File: src/rtl/sgdma_pkg.sv
package sgdma_pkg;
   localparam int STAT_W = 5;
   localparam int SB_RD_DONE = 0;
   localparam int SB_WR_DONE = 1;
   localparam int SB_RD_ERR  = 2;
   localparam int SB_WR_ERR  = 3;
   localparam int SB_ARR_ERR = 4;

   typedef enum logic [3:0] {
      ST_IDLE, ST_FREQ, ST_FWAIT, ST_CHECK,
      ST_RREQ, ST_RWAIT, ST_WREQ, ST_WWAIT
   } sg_state_e;
endpackage

File: src/rtl/sgdma_desc_check.sv
module sgdma_desc_check #(
   parameter int CNT_W    = 18,
   parameter int BLK_LOG2 = 8,
   parameter int WSH      = 2
) (
   input  logic [CNT_W-1:0] count,
   output logic             bad,
   output logic [CNT_W-1:0] words
);
   localparam int CHK = (BLK_LOG2 < WSH) ? WSH : BLK_LOG2;

   always_comb begin
      bad   = (count == '0) || (|count[CHK-1:0]);
      words = count >> WSH;
   end
endmodule

File: src/rtl/sgdma_status.sv
module sgdma_status #(
   parameter int W = 5
) (
   input  logic         clk,
   input  logic         rst_n,
   input  logic [W-1:0] set_mask,
   input  logic         clr,
   input  logic [W-1:0] clr_mask,
   input  logic         irq_en,
   output logic [W-1:0] status,
   output logic         irq
);
   for (genvar i = 0; i < W; i++) begin : g_bit
      always_ff @(posedge clk or negedge rst_n) begin
         if (!rst_n)
            status[i] <= 1'b0;
         else if (set_mask[i])
            status[i] <= 1'b1;
         else if (clr && clr_mask[i])
            status[i] <= 1'b0;
      end
   end

   assign irq = irq_en & (|status);
endmodule

File: src/rtl/sgdma_core.sv
module sgdma_core import sgdma_pkg::*; #(
   parameter int AW       = 32,
   parameter int DW       = 32,
   parameter int CNT_W    = 18,
   parameter int LAST_BIT = 31,
   parameter int BLK_LOG2 = 8
) (
   input  logic              clk,
   input  logic              rst_n,
   input  logic              start,
   input  logic [AW-1:0]     base,
   output logic              busy,
   output logic [STAT_W-1:0] set_mask,
   output logic              mem_req,
   output logic              mem_we,
   output logic [AW-1:0]     mem_addr,
   output logic [DW-1:0]     mem_wdata,
   input  logic              mem_rsp,
   input  logic              mem_rsp_err,
   input  logic [DW-1:0]     mem_rdata
);
   localparam int STEP = DW / 8;
   localparam int WSH  = $clog2(STEP);

   sg_state_e        state;
   logic [AW-1:0]    fetch_ptr, src, dst;
   logic [CNT_W-1:0] cnt_q, remain, words;
   logic             last_q, bad;
   logic [1:0]       widx;
   logic [DW-1:0]    hold;

   sgdma_desc_check #(.CNT_W(CNT_W), .BLK_LOG2(BLK_LOG2), .WSH(WSH)) u_check (
      .count(cnt_q), .bad(bad), .words(words)
   );

   assign busy      = (state != ST_IDLE);
   assign mem_req   = (state == ST_FREQ) || (state == ST_RREQ) || (state == ST_WREQ);
   assign mem_we    = (state == ST_WREQ);
   assign mem_wdata = hold;

   always_comb begin
      unique case (state)
         ST_FREQ: mem_addr = fetch_ptr;
         ST_WREQ: mem_addr = dst;
         default: mem_addr = src;
      endcase
   end

   always_comb begin
      set_mask = '0;
      unique case (state)
         ST_FWAIT: if (mem_rsp && mem_rsp_err) set_mask[SB_ARR_ERR] = 1'b1;
         ST_CHECK: if (bad) set_mask[SB_ARR_ERR] = 1'b1;
         ST_RWAIT: if (mem_rsp && mem_rsp_err) set_mask[SB_RD_ERR] = 1'b1;
         ST_WWAIT: begin
            if (mem_rsp && mem_rsp_err)
               set_mask[SB_WR_ERR] = 1'b1;
            else if (mem_rsp && remain == CNT_W'(1) && last_q) begin
               set_mask[SB_RD_DONE] = 1'b1;
               set_mask[SB_WR_DONE] = 1'b1;
            end
         end
         default: ;
      endcase
   end

   always_ff @(posedge clk or negedge rst_n) begin
      if (!rst_n) begin
         state     <= ST_IDLE;
         fetch_ptr <= '0;
         src       <= '0;
         dst       <= '0;
         cnt_q     <= '0;
         last_q    <= 1'b0;
         widx      <= '0;
         remain    <= '0;
         hold      <= '0;
      end else begin
         unique case (state)
            ST_IDLE: if (start) begin
               fetch_ptr <= base;
               widx      <= '0;
               state     <= ST_FREQ;
            end
            ST_FREQ: state <= ST_FWAIT;
            ST_FWAIT: if (mem_rsp) begin
               if (mem_rsp_err) state <= ST_IDLE;
               else begin
                  fetch_ptr <= fetch_ptr + AW'(STEP);
                  unique case (widx)
                     2'd0:    src <= mem_rdata[AW-1:0];
                     2'd1:    dst <= mem_rdata[AW-1:0];
                     default: begin
                        cnt_q  <= mem_rdata[CNT_W-1:0];
                        last_q <= mem_rdata[LAST_BIT];
                     end
                  endcase
                  if (widx == 2'd2) begin
                     widx  <= '0;
                     state <= ST_CHECK;
                  end else begin
                     widx  <= widx + 2'd1;
                     state <= ST_FREQ;
                  end
               end
            end
            ST_CHECK: if (bad) state <= ST_IDLE;
               else begin
                  remain <= words;
                  state  <= ST_RREQ;
               end
            ST_RREQ: state <= ST_RWAIT;
            ST_RWAIT: if (mem_rsp) begin
               if (mem_rsp_err) state <= ST_IDLE;
               else begin
                  hold  <= mem_rdata;
                  state <= ST_WREQ;
               end
            end
            ST_WREQ: state <= ST_WWAIT;
            ST_WWAIT: if (mem_rsp) begin
               if (mem_rsp_err) state <= ST_IDLE;
               else begin
                  src <= src + AW'(STEP);
                  dst <= dst + AW'(STEP);
                  if (remain == CNT_W'(1))
                     state <= last_q ? ST_IDLE : ST_FREQ;
                  else begin
                     remain <= remain - CNT_W'(1);
                     state  <= ST_RREQ;
                  end
               end
            end
            default: state <= ST_IDLE;
         endcase
      end
   end
endmodule

File: src/rtl/sgdma_engine.sv
module sgdma_engine import sgdma_pkg::*; #(
   parameter int AW       = 32,
   parameter int DW       = 32,
   parameter int CNT_W    = 18,
   parameter int LAST_BIT = 31,
   parameter int BLK_LOG2 = 8
) (
   input  logic              clk,
   input  logic              rst_n,
   input  logic              sw_start,
   input  logic [AW-1:0]     sw_base,
   input  logic              sw_clr,
   input  logic [STAT_W-1:0] sw_clr_mask,
   input  logic              irq_en,
   output logic              busy,
   output logic [STAT_W-1:0] status,
   output logic              irq,
   output logic              mem_req,
   output logic              mem_we,
   output logic [AW-1:0]     mem_addr,
   output logic [DW-1:0]     mem_wdata,
   input  logic              mem_rsp,
   input  logic              mem_rsp_err,
   input  logic [DW-1:0]     mem_rdata
);
   if (DW != 32) begin : g_bad_dw
      $error("sgdma_engine: descriptor layout needs DW of 32");
   end
   if (AW > DW) begin : g_bad_aw
      $error("sgdma_engine: an address must fit in one descriptor word");
   end
   if (LAST_BIT >= DW || CNT_W >= LAST_BIT) begin : g_bad_ctrl
      $error("sgdma_engine: count field and final flag overlap or exceed the word");
   end
   if (BLK_LOG2 >= CNT_W) begin : g_bad_blk
      $error("sgdma_engine: block granule wider than count field");
   end

   logic [STAT_W-1:0] set_mask;

   sgdma_core #(
      .AW(AW), .DW(DW), .CNT_W(CNT_W), .LAST_BIT(LAST_BIT), .BLK_LOG2(BLK_LOG2)
   ) u_core (
      .clk(clk), .rst_n(rst_n), .start(sw_start), .base(sw_base),
      .busy(busy), .set_mask(set_mask),
      .mem_req(mem_req), .mem_we(mem_we), .mem_addr(mem_addr), .mem_wdata(mem_wdata),
      .mem_rsp(mem_rsp), .mem_rsp_err(mem_rsp_err), .mem_rdata(mem_rdata)
   );

   sgdma_status #(.W(STAT_W)) u_status (
      .clk(clk), .rst_n(rst_n), .set_mask(set_mask),
      .clr(sw_clr), .clr_mask(sw_clr_mask), .irq_en(irq_en),
      .status(status), .irq(irq)
   );
endmodule

File: config.mk
export PLATFORM = sky130hd
export DESIGN_NAME = sgdma_engine
export DESIGN_NICKNAME = d
export VERILOG_FILES = /design/src/rtl/sgdma_pkg.sv /design/src/rtl/sgdma_desc_check.sv /design/src/rtl/sgdma_status.sv /design/src/rtl/sgdma_core.sv /design/src/rtl/sgdma_engine.sv
export SDC_FILE = /design/constraint.sdc
export NUM_CORES = 1
export LEC_CHECK = 0
export BUFFER_PORTS_ARGS = -buffer_cell sky130_fd_sc_hd__clkbuf_2
export CAP_MARGIN = 20
export CELL_PAD_IN_SITES_DETAIL_PLACEMENT = 1
export CELL_PAD_IN_SITES_GLOBAL_PLACEMENT = 1
export CORE_MARGIN = 2
export CORE_UTILIZATION = 45
export CTS_BUF_LIST = sky130_fd_sc_hd__clkbuf_4 sky130_fd_sc_hd__clkbuf_8
export DETAILED_ROUTE_END_ITERATION = 16
export PLACE_DENSITY_LB_ADDON = 0.15
export SYNTH_ARGS = -nofsm -noshare
export SYNTH_HDL_FRONTEND = slang
export SYNTH_SLANG_ARGS = --single-unit
File: constraint.sdc
create_clock -name clk -period 3 [get_ports clk]
set_clock_uncertainty 0.15 [all_clocks]
set_input_delay 0 -clock clk [delete_from_list [all_inputs] [get_ports clk]]
set_output_delay 0 -clock clk [all_outputs]
set_load 0.01 [all_outputs]
* Word level (Yosys, flattened, before mapping) *
Cells that the tools add are included.
Widths: inputs -> output; s select.

operators by class
  $lt $le $gt $ge = 0
  add/subtract/negate cells = 5
  $mul = 0
  equality and inequality tests = 20
  div/mod/pow operators = 0
  bitwise logic cells = 3
  shift-type cells = 0
  reductions and logical operators = 33
  mux-type cells = 57

operator list
  kind                   count
  $mux 32                13
  $pmux 32 s2            4
  $add 32x3->32 const B  3
  $mux 18                4
  $pmux 18 s2            1
  $pmux 4 s8             1
  $mux 4                 7
  $ne 2x2->1 const B     10
  $eq 18x1->1 const B    1
  $logic_not 18->1       1
  $sub 18x1->18 const B  1
  $eq 4x3->1 const B     4
  $mux 2                 8
  $reduce_bool 2->1      8
  $mux 1                 15
  $reduce_and 4->1       3
  $reduce_and 6->1       2
  $eq 4x2->1 const B     2
  $logic_and 1x1->1      8
  $reduce_or 8->1        1
  $mux 3                 2
  $reduce_and 5->1       1
  $reduce_or 5->1        1
  $eq 4x1->1 const B     1
  other kinds (13)       16

word-level totals
  bits in registers = 176
  bits in read-only memories = 0
  bits in writable memories = 0
  word-level logic and storage cells = 132
  memories = 0
  bits in latches = 0
  input port bits = 76

* Depth between registers and ports, before layout *
Gate-level depths: netlist of the first run.

  depth in word-level cells = 7
  gate-level depth with buffers = 9
  mapped depth without buffers = 7

* Cells and area by module *
From an unflattened synthesis of the first run, not the netlist that was laid out.

unflattened totals
  cells, all modules = 1,179
  area total of the unflattened synthesis = 10,228.6 sq um

modules (own cells, without submodules)
  module            instances  area each (sq um)  cells each
  sgdma_core        1          9,840.7            1,136
  sgdma_status      1          197.7              17
  sgdma_desc_check  1          190.2              26

* Worst setup path after synthesis of the first run *
No wires, ideal clock.

  path kind = flip-flop to flip-flop
  from = register u_core.remain[7]
  to = register u_core.remain[10]
  cell stages (with the launch flop) = 8
  clock period less this slack = 2,442 ps
  setup slack = 558 ps
  setup time = 121 ps
  data required time = 2,729 ps
  buffers on the path = 2
  data arrival time = 2,171 ps
  cell sequence = dfrtp_1 -> or4_1 -> or4_4 -> o21ai_2 -> buf_6 -> buf_12 -> a21oi_1 -> o22a_1

between the ends
  word-level cells in the longest chain between the ends = 5

RTL lines
  item                    line               text
  from (decl)             sgdma_core.sv:27   logic [CNT_W-1:0] cnt_q, remain, words;
  from (signal assigned)  sgdma_core.sv:109  remain <= words;
  from (signal assigned)  sgdma_core.sv:129  remain <= remain - CNT_W'(1);
  $sub 18x1->18           sgdma_core.sv:129
  $mux 18                 sgdma_core.sv:126  if (remain == CNT_W'(1))
  $mux 18                 sgdma_core.sv:122  if (mem_rsp_err) state <= ST_IDLE;
  $mux 18                 sgdma_core.sv:121  ST_WWAIT: if (mem_rsp) begin
  $pmux 18 s2             sgdma_core.sv:79   unique case (state)

Parallel ways exist; a longest one is shown, timed or not. The select of a mux whose other input is x is not followed.
A chain may end at the register's enable or synchronous reset.

* Worst setup path after layout of the first run *
  from = register u_core.state[1]
  to = register u_core.fetch_ptr[2]

between the ends
  word-level cells in the longest chain between the ends = 3

RTL lines
  item                                                                     line               text
  from (decl)                                                              sgdma_core.sv:25   sg_state_e state;
  from (signal assigned)                                                   sgdma_core.sv:127  state <= last_q ? ST_IDLE : ST_FREQ;
  $eq 4x2->1 / $logic_not 4->1 (equally long branches)                     sgdma_core.sv:79
  $ne 2x2->1 (no source line) / $reduce_bool 2->1 (equally long branches)  n/a
  $reduce_and 4->1 (no source line)                                        n/a
  to (signal assigned)                                                     sgdma_core.sv:81   fetch_ptr <= base;
  to (signal assigned)                                                     sgdma_core.sv:89   fetch_ptr <= fetch_ptr + AW'(STEP);
  to (decl)                                                                sgdma_core.sv:26   logic [AW-1:0] fetch_ptr, src, dst;

Parallel ways exist; a longest one is shown, timed or not.

==> results of run 1 <==
## stage by stage
stage / power [mW] / hold WS (ns) / worst slack, ns / area [µm²]
floorplan: 8.23 / -0.446 / 0.558 / 10200
global placement: 10.3 / -0.0891 / 0.366 / 11200
detailed placement: 10.5 / -0.0805 / 0.314 / 11200
CTS: 12.4 / 0.0931 / 0.109 / 12500
global route: 13.4 / 0.119 / 0.0279 / 12500
finish: 12.5 / 0.118 / 0.197 / 12500
## tightest hold or removal path, cell delays in order
cell and delay [ns]:
dlygate4sd3_1 0.52, clkbuf_2 0.09, nand2_1 0.04, nand2_1 0.06
## registers in the layout, indices dropped and copies added, names as in the netlist
signal	cells
u_status.status	5
u_core.src	32
u_core.state	3
u_core.last_q	1
u_core.remain	18
u_core.widx	2
u_core.cnt_q	18
u_core.fetch_ptr	32
u_core.dst	32
u_core.mem_wdata	32
## per-layer routing
metal | vias up | track usage | share of wire
met4 | 2 | 0.0745 | 0.016
li1 | 4714 | - | -
met5 | - | 0 | 0.00035
met1 | 5144 | 0.454 | 0.46
met2 | 315 | 0.500 | 0.46
met3 | 50 | 0.0468 | 0.060
## what timing repair did
action                                  4_1_cts  5_1_grt
hold buffers                                 85        0
endpoints found under the setup margin        0        7
resized for setup                             0        1
hold endpoints to repair                    299        0
## logic make-up after synthesis
| kind of cell | count (synthesis) | share of synthesized area |
|---|---|---|
| fa+ha+maj | 5 | 0.00615 |
| compound gates | 380 | 0.246 |
| buf+inv | 115 | 0.0515 |
| flops | 175 | 0.431 |
| simple gates | 426 | 0.204 |
| mux | 56 | 0.0613 |
## worst min path at each step
stage               startpoint                              end  depth (start not counted)
global placement         rst_n     u_core.remain[3]$_DFFE_PN0P_                          1
global route        sw_base[1]  u_core.fetch_ptr[1]$_DFFE_PN0P_                          4
floorplan                rst_n      u_core.cnt_q[0]$_DFFE_PN0P_                          0
finish              sw_base[0]  u_core.fetch_ptr[0]$_DFFE_PN0P_                          4
detailed placement       rst_n     u_core.remain[5]$_DFFE_PN0P_                          1
CTS                 sw_base[1]  u_core.fetch_ptr[1]$_DFFE_PN0P_                          4
## layout by cell type (no fill, tap or decap), types with 12 or more instances in the layout
cell type      count
clkbuf_2         147
o22ai_1           35
or3_1             13
a22oi_1           37
mux2_2            50
a2bb2oi_1         21
a31oi_1           20
and4_1            12
a21oi_1          110
nand2_1          153
and3_1            20
nor3_1            24
dlygate4sd3_1     84
nor4_1            15
o22a_1            16
o21ai_0           59
dfrtp_1          174
nand3_1           45
clkbuf_8          19
inv_1             21
buf_4             32
nand4_1           27
nor2_1            75
## area by class of cell
| class | count | area share |
|---|---|---|
| clock buffer | 19 | 0.0210 |
| tap | 285 | 0.0286 |
| clock inverter | 11 | 0.0106 |
| inverter | 21 | 0.00632 |
| multi-input combinational | 867 | 0.425 |
| sequential | 175 | 0.351 |
| timing repair buffer | 270 | 0.157 |
## power breakdown
group / switching, mW / total (mW) / internal (mW) / leakage [nW]
combinational: 3.51 / 6.00 / 2.49 / 3.11
clock: 0.949 / 1.73 / 0.786 / 0.189
sequential: 1.39 / 4.79 / 3.40 / 2.09
==> flow_summary.ini, run 1 <==
[yosys]
synth_nets = 1238
synth.top_cell.area_share = 0.431
synthDistinctLibCells = 73
synthArstFlopShare = 1.00
synth-seq-cells = 175
ys_seq_area_frac = 0.431
syn_inst = 1157
synth.most_common_cell = dfrtp_1
avgSynthCellArea_um2 = 8.79
synth.cell_area_mm2 = 0.0102
ys.warnings.count = 0
synth_edf_count = 0
synth_largest_area_cell = dfrtp_1
synth_area_leaders = dfrtp_1 (43%), nand2_1 (5.6%), mux2_2 (5.5%)
ys.flop_type = dfrtp_1
ys_top_cells_by_count = dfrtp_1 (175), nand2_1 (153), a21oi_1 (111)

[critical_path]
path_depth = 6
startpoint_type = flop
end_kind = flop
cp_top_family = buffers and inverters
cp_num_buf_inv = 2
startpoint = u_core.state[1]$_DFFE_PN0P_
cp_cell_sequence = nand3b_1, a211o_1, buf_4, a21oi_1, mux2i_1, dlygate4sd3_1
crit_end = u_core.fetch_ptr[2]$_DFFE_PN0P_
worstPathMaxFanout = 18
cp.required_ns = 3.21
cp_slowest_stage_delay_ns = 0.63
crit_type = reg2reg
rrSetupSlack_ns = 0.20
r2r-end = u_core.fetch_ptr[2]$_DFFE_PN0P_
cp_slowest_cell = a211o_1
ff2ff_path_depth = 6
crit_arrival_ns = 3.02
worstReg2RegStart = u_core.state[1]$_DFFE_PN0P_

[layout]
regArea_mm2 = 0.00438
syn2layout_area_growth_pct = 22.6
multiInputGateArea_mm2 = 0.00530
post_route_cells_drive_above_1_share = 0.216
fill_cells = 2666
fin_nets = 1433
fin_util = 0.556
diodes = 0
layoutNonFillerInstCount = 1648

[drt]
wl_per_cell_um = 22.4
drc_errors = 0
drtIter0Drc = 872
wirelength_mm = 36.8
via_per_inst = 6.20
postRouteAntennaNets = 0
route.vias.total = 10225
drtPass1Iterations = 6

[clocking]
postCtsSetupBuffers = 0
clk_pin_slew_worst_paths_ns = 0.09
cts_sinks = 175
root_buffer = clkbuf_8
numCtsBuffers = 17
cts_tree = built
h-tree-depth = 4
clk-insertion-delay-late_ns = 0.49
cts_buffer_depth = 2

[floorplanning]
initial_core_util = 0.453
core_mm2 = 0.0224
dieArea_mm2 = 0.0238
ios = 149
placement_rows = 55
die_h_um = 154
die_x_um = 154

[global_routing]
overflow = 0
grt_use_total = 0.314
grt_max_degree = 100
antenna_found_initial = 1
grt_pass1_vias = 10431
grt_pass1_wl_mm = 58.6

[timing]
finalSetupTns_ns = 0
fin_crit_sh = 0.934
drv_slew = 0
fmax_mhz = 357
min_period_ns = 2.80
rsz0062_at_grt = false
slew_headroom = 0.398
final-setup-viol-count = 0
hold_viol = 0
tightest_slew_ns = 0.903

[placement]
port_buffers = 148
globalplace.congestion = 0.892
dp_hpwl_mm = 24.9
placed_cells = 1533

[outcome]
status = finished, final reports clean

[pwr]
leakage_nw = 5.39
ir_worst_vdd_mv = 0.512
powerDensity_mw_per_mm2 = 1000

[run]
drv_cap = 0

[min_path]
hold_class = in2reg
No activity file was read; power rests on OpenSTA's default activity.
==> inputs of run 2 (changes only) <==
--- a/config.mk
+++ b/config.mk
@@ -14,6 +14,7 @@
 export CTS_BUF_LIST = sky130_fd_sc_hd__clkbuf_4 sky130_fd_sc_hd__clkbuf_8
 export DETAILED_ROUTE_END_ITERATION = 16
 export PLACE_DENSITY_LB_ADDON = 0.15
+export SLEW_MARGIN = 30
 export SYNTH_ARGS = -nofsm -noshare
 export SYNTH_HDL_FRONTEND = slang
 export SYNTH_SLANG_ARGS = --single-unit
==> constraint.sdc (replaced) <==
create_clock -name clk -period 3 [get_ports clk]
set_clock_uncertainty 0.15 [all_clocks]
set_input_delay 0.6 -clock clk [delete_from_list [all_inputs] [get_ports clk]]
set_output_delay 0.6 -clock clk [all_outputs]
set_load 0.01 [all_outputs]
==> flow_summary.ini, run 2 (synthesized netlist as in run 1, its figures left out) <==
[clocking]
h-tree-depth = 4
cts_sinks = 175
clk-insertion-delay-late_ns = 0.47
numCtsBuffers = 17
cts_tree = built
cts_buffer_depth = 2
postCtsSetupBuffers = 0
root_buffer = clkbuf_8
clk_pin_slew_worst_paths_ns = 0.10

[drt]
drtIter0Drc = 738
route.vias.total = 10017
wl_per_cell_um = 22.1
via_per_inst = 6.36
drc_errors = 0
postRouteAntennaNets = 0
wirelength_mm = 34.8
drtPass1Iterations = 5

[layout]
final_common_cell = dfrtp_1
diodes = 0
regArea_mm2 = 0.00438
syn2layout_area_growth_pct = 15.1
fin_nets = 1359
fin_util = 0.522
fill_cells = 2694
fin_area_mm2 = 0.0117
multiInputGateArea_mm2 = 0.00532
layout_common_cells = dfrtp_1 (174), nand2_1 (153), clkbuf_2 (147), a21oi_1 (110), nor2_1 (75)
layoutNonFillerInstCount = 1576
post_route_cells_drive_above_1_share = 0.238

[critical_path]
rrSetupSlack_ns = 0.19
worstPathMaxFanout = 27
startpoint_type = flop
r2r-end = u_core.remain[5]$_DFFE_PN0P_
cp_cell_sequence = inv_1, and3_4, buf_12, nor3_1, a221o_1, clkbuf_2
crit_type = reg2out
worstReg2RegStart = u_core.remain[7]$_DFFE_PN0P_
crit_arrival_ns = 2.10
cp_slowest_stage_delay_ns = 0.40
ff2ff_path_depth = 5
cp.required_ns = 2.25
cp_slowest_cell = dfrtp_1
end_kind = primary output

[placement]
port_buffers = 148
dp_slack_ns = 0.210
placed_cells = 1543
dp_hpwl_mm = 25.3
globalplace.congestion = 0.903
dpl_cell_area_mm2 = 0.0113

[timing]
whs_ns = 0.172
slew_headroom = 0.520
rsz0062_at_grt = false
drv_slew = 0
tightest_slew_ns = 0.720
fmax_mhz = 351
final-setup-viol-count = 0
min_period_ns = 2.85
finalSetupTns_ns = 0
hold_viol = 0
fin_crit_sh = 0.951
fin_ws_ns = 0.147

[min_path]
hold_end = u_core.fetch_ptr[0]$_DFFE_PN0P_
worstHoldStart = sw_base[0]
hold_class = in2reg
holdPathStages = 3

[global_routing]
grt_pass1_wl_mm = 55.0
grt_pass1_vias = 9821
grt_use_total = 0.292
overflow = 0
antenna_found_initial = 0
grt_max_degree = 54

[pwr]
powerDensity_mw_per_mm2 = 1050
total_power_mw = 12.3
ir_worst_vdd_mv = 0.423
leakage_nw = 5.08

[floorplanning]
ios = 149
die_x_um = 154
core_mm2 = 0.0224
dieArea_mm2 = 0.0238
placement_rows = 55
die_h_um = 154
initial_core_util = 0.453

[outcome]
status = finished, final reports clean

[run]
drv_cap = 0
-- run 2: cell count changes in the layout (fill, tap and decap cells not counted), sizes merged --
| cell | previous run | this run |
|---|---|---|
| clkbuf | 166 | 169 |
| dlygate4sd3 | 84 | 1 |
| inv | 24 | 23 |
| clkinv | 2 | 4 |
| bufinv | 2 | 0 |
| buf | 39 | 48 |
-- run 2: routing by layer --
layer | global-route usage | share of wire | vias to the layer above | routed length, µm
met5 | 0 | 0 | - | 0
met4 | 0.0794 | 0.018 | 0 | 630
met3 | 0.0426 | 0.062 | 39 | 2170
met2 | 0.446 | 0.45 | 328 | 15700
met1 | 0.434 | 0.47 | 5077 | 16300
li1 | - | - | 4573 | -
-- run 2: how the worst max path moves through the flow --
stage	start	slack (ns)	cells after the start	end
3_5_place_dp	u_core.remain[6]$_DFFE_PN0P_	0.21	5	u_core.remain[11]$_DFFE_PN0P_
4_1_cts	u_core.state[2]$_DFFE_PN0P_	0.01	5	mem_addr[30]
3_3_place_gp	u_core.remain[6]$_DFFE_PN0P_	0.29	6	u_core.remain[6]$_DFFE_PN0P_
6_report	u_core.state[0]$_DFFE_PN0P_	0.15	6	mem_addr[24]
5_1_grt	u_core.state[1]$_DFFE_PN0P_	0.04	7	mem_addr[22]
2_1_floorplan	u_core.state[2]$_DFFE_PN0P_	0.31	7	mem_addr[20]
-- run 2: report_power, final --
group,total [mW],switching (mW),internal (mW)
Clock,1.62,0.941,0.679
Sequential,4.76,1.36,3.40
Combinational,5.94,3.48,2.46
-- run 2: worst max-delay path: cells and delay by family (launching register included) --
family,cells,cell delay (ns)
buf+inv,3,0.53
simple gates,2,0.39
compound gates,1,0.31
flops,1,0.40
-- run 2: cell type report --
class                      instances  area share
clock buffer                      22      0.0253
multi-input combinational        867       0.454
sequential                       175       0.374
clock inverter                    10     0.00673
inverter                          21     0.00673
timing repair buffer             196       0.103
tap                              285      0.0305
-- run 2: what timing repair did --
action	4_1_cts	5_1_grt
gates resized for setup	1	4
endpoints found under the hold margin	48	0
setup endpoints to repair	11	25
hold buffers	1	0
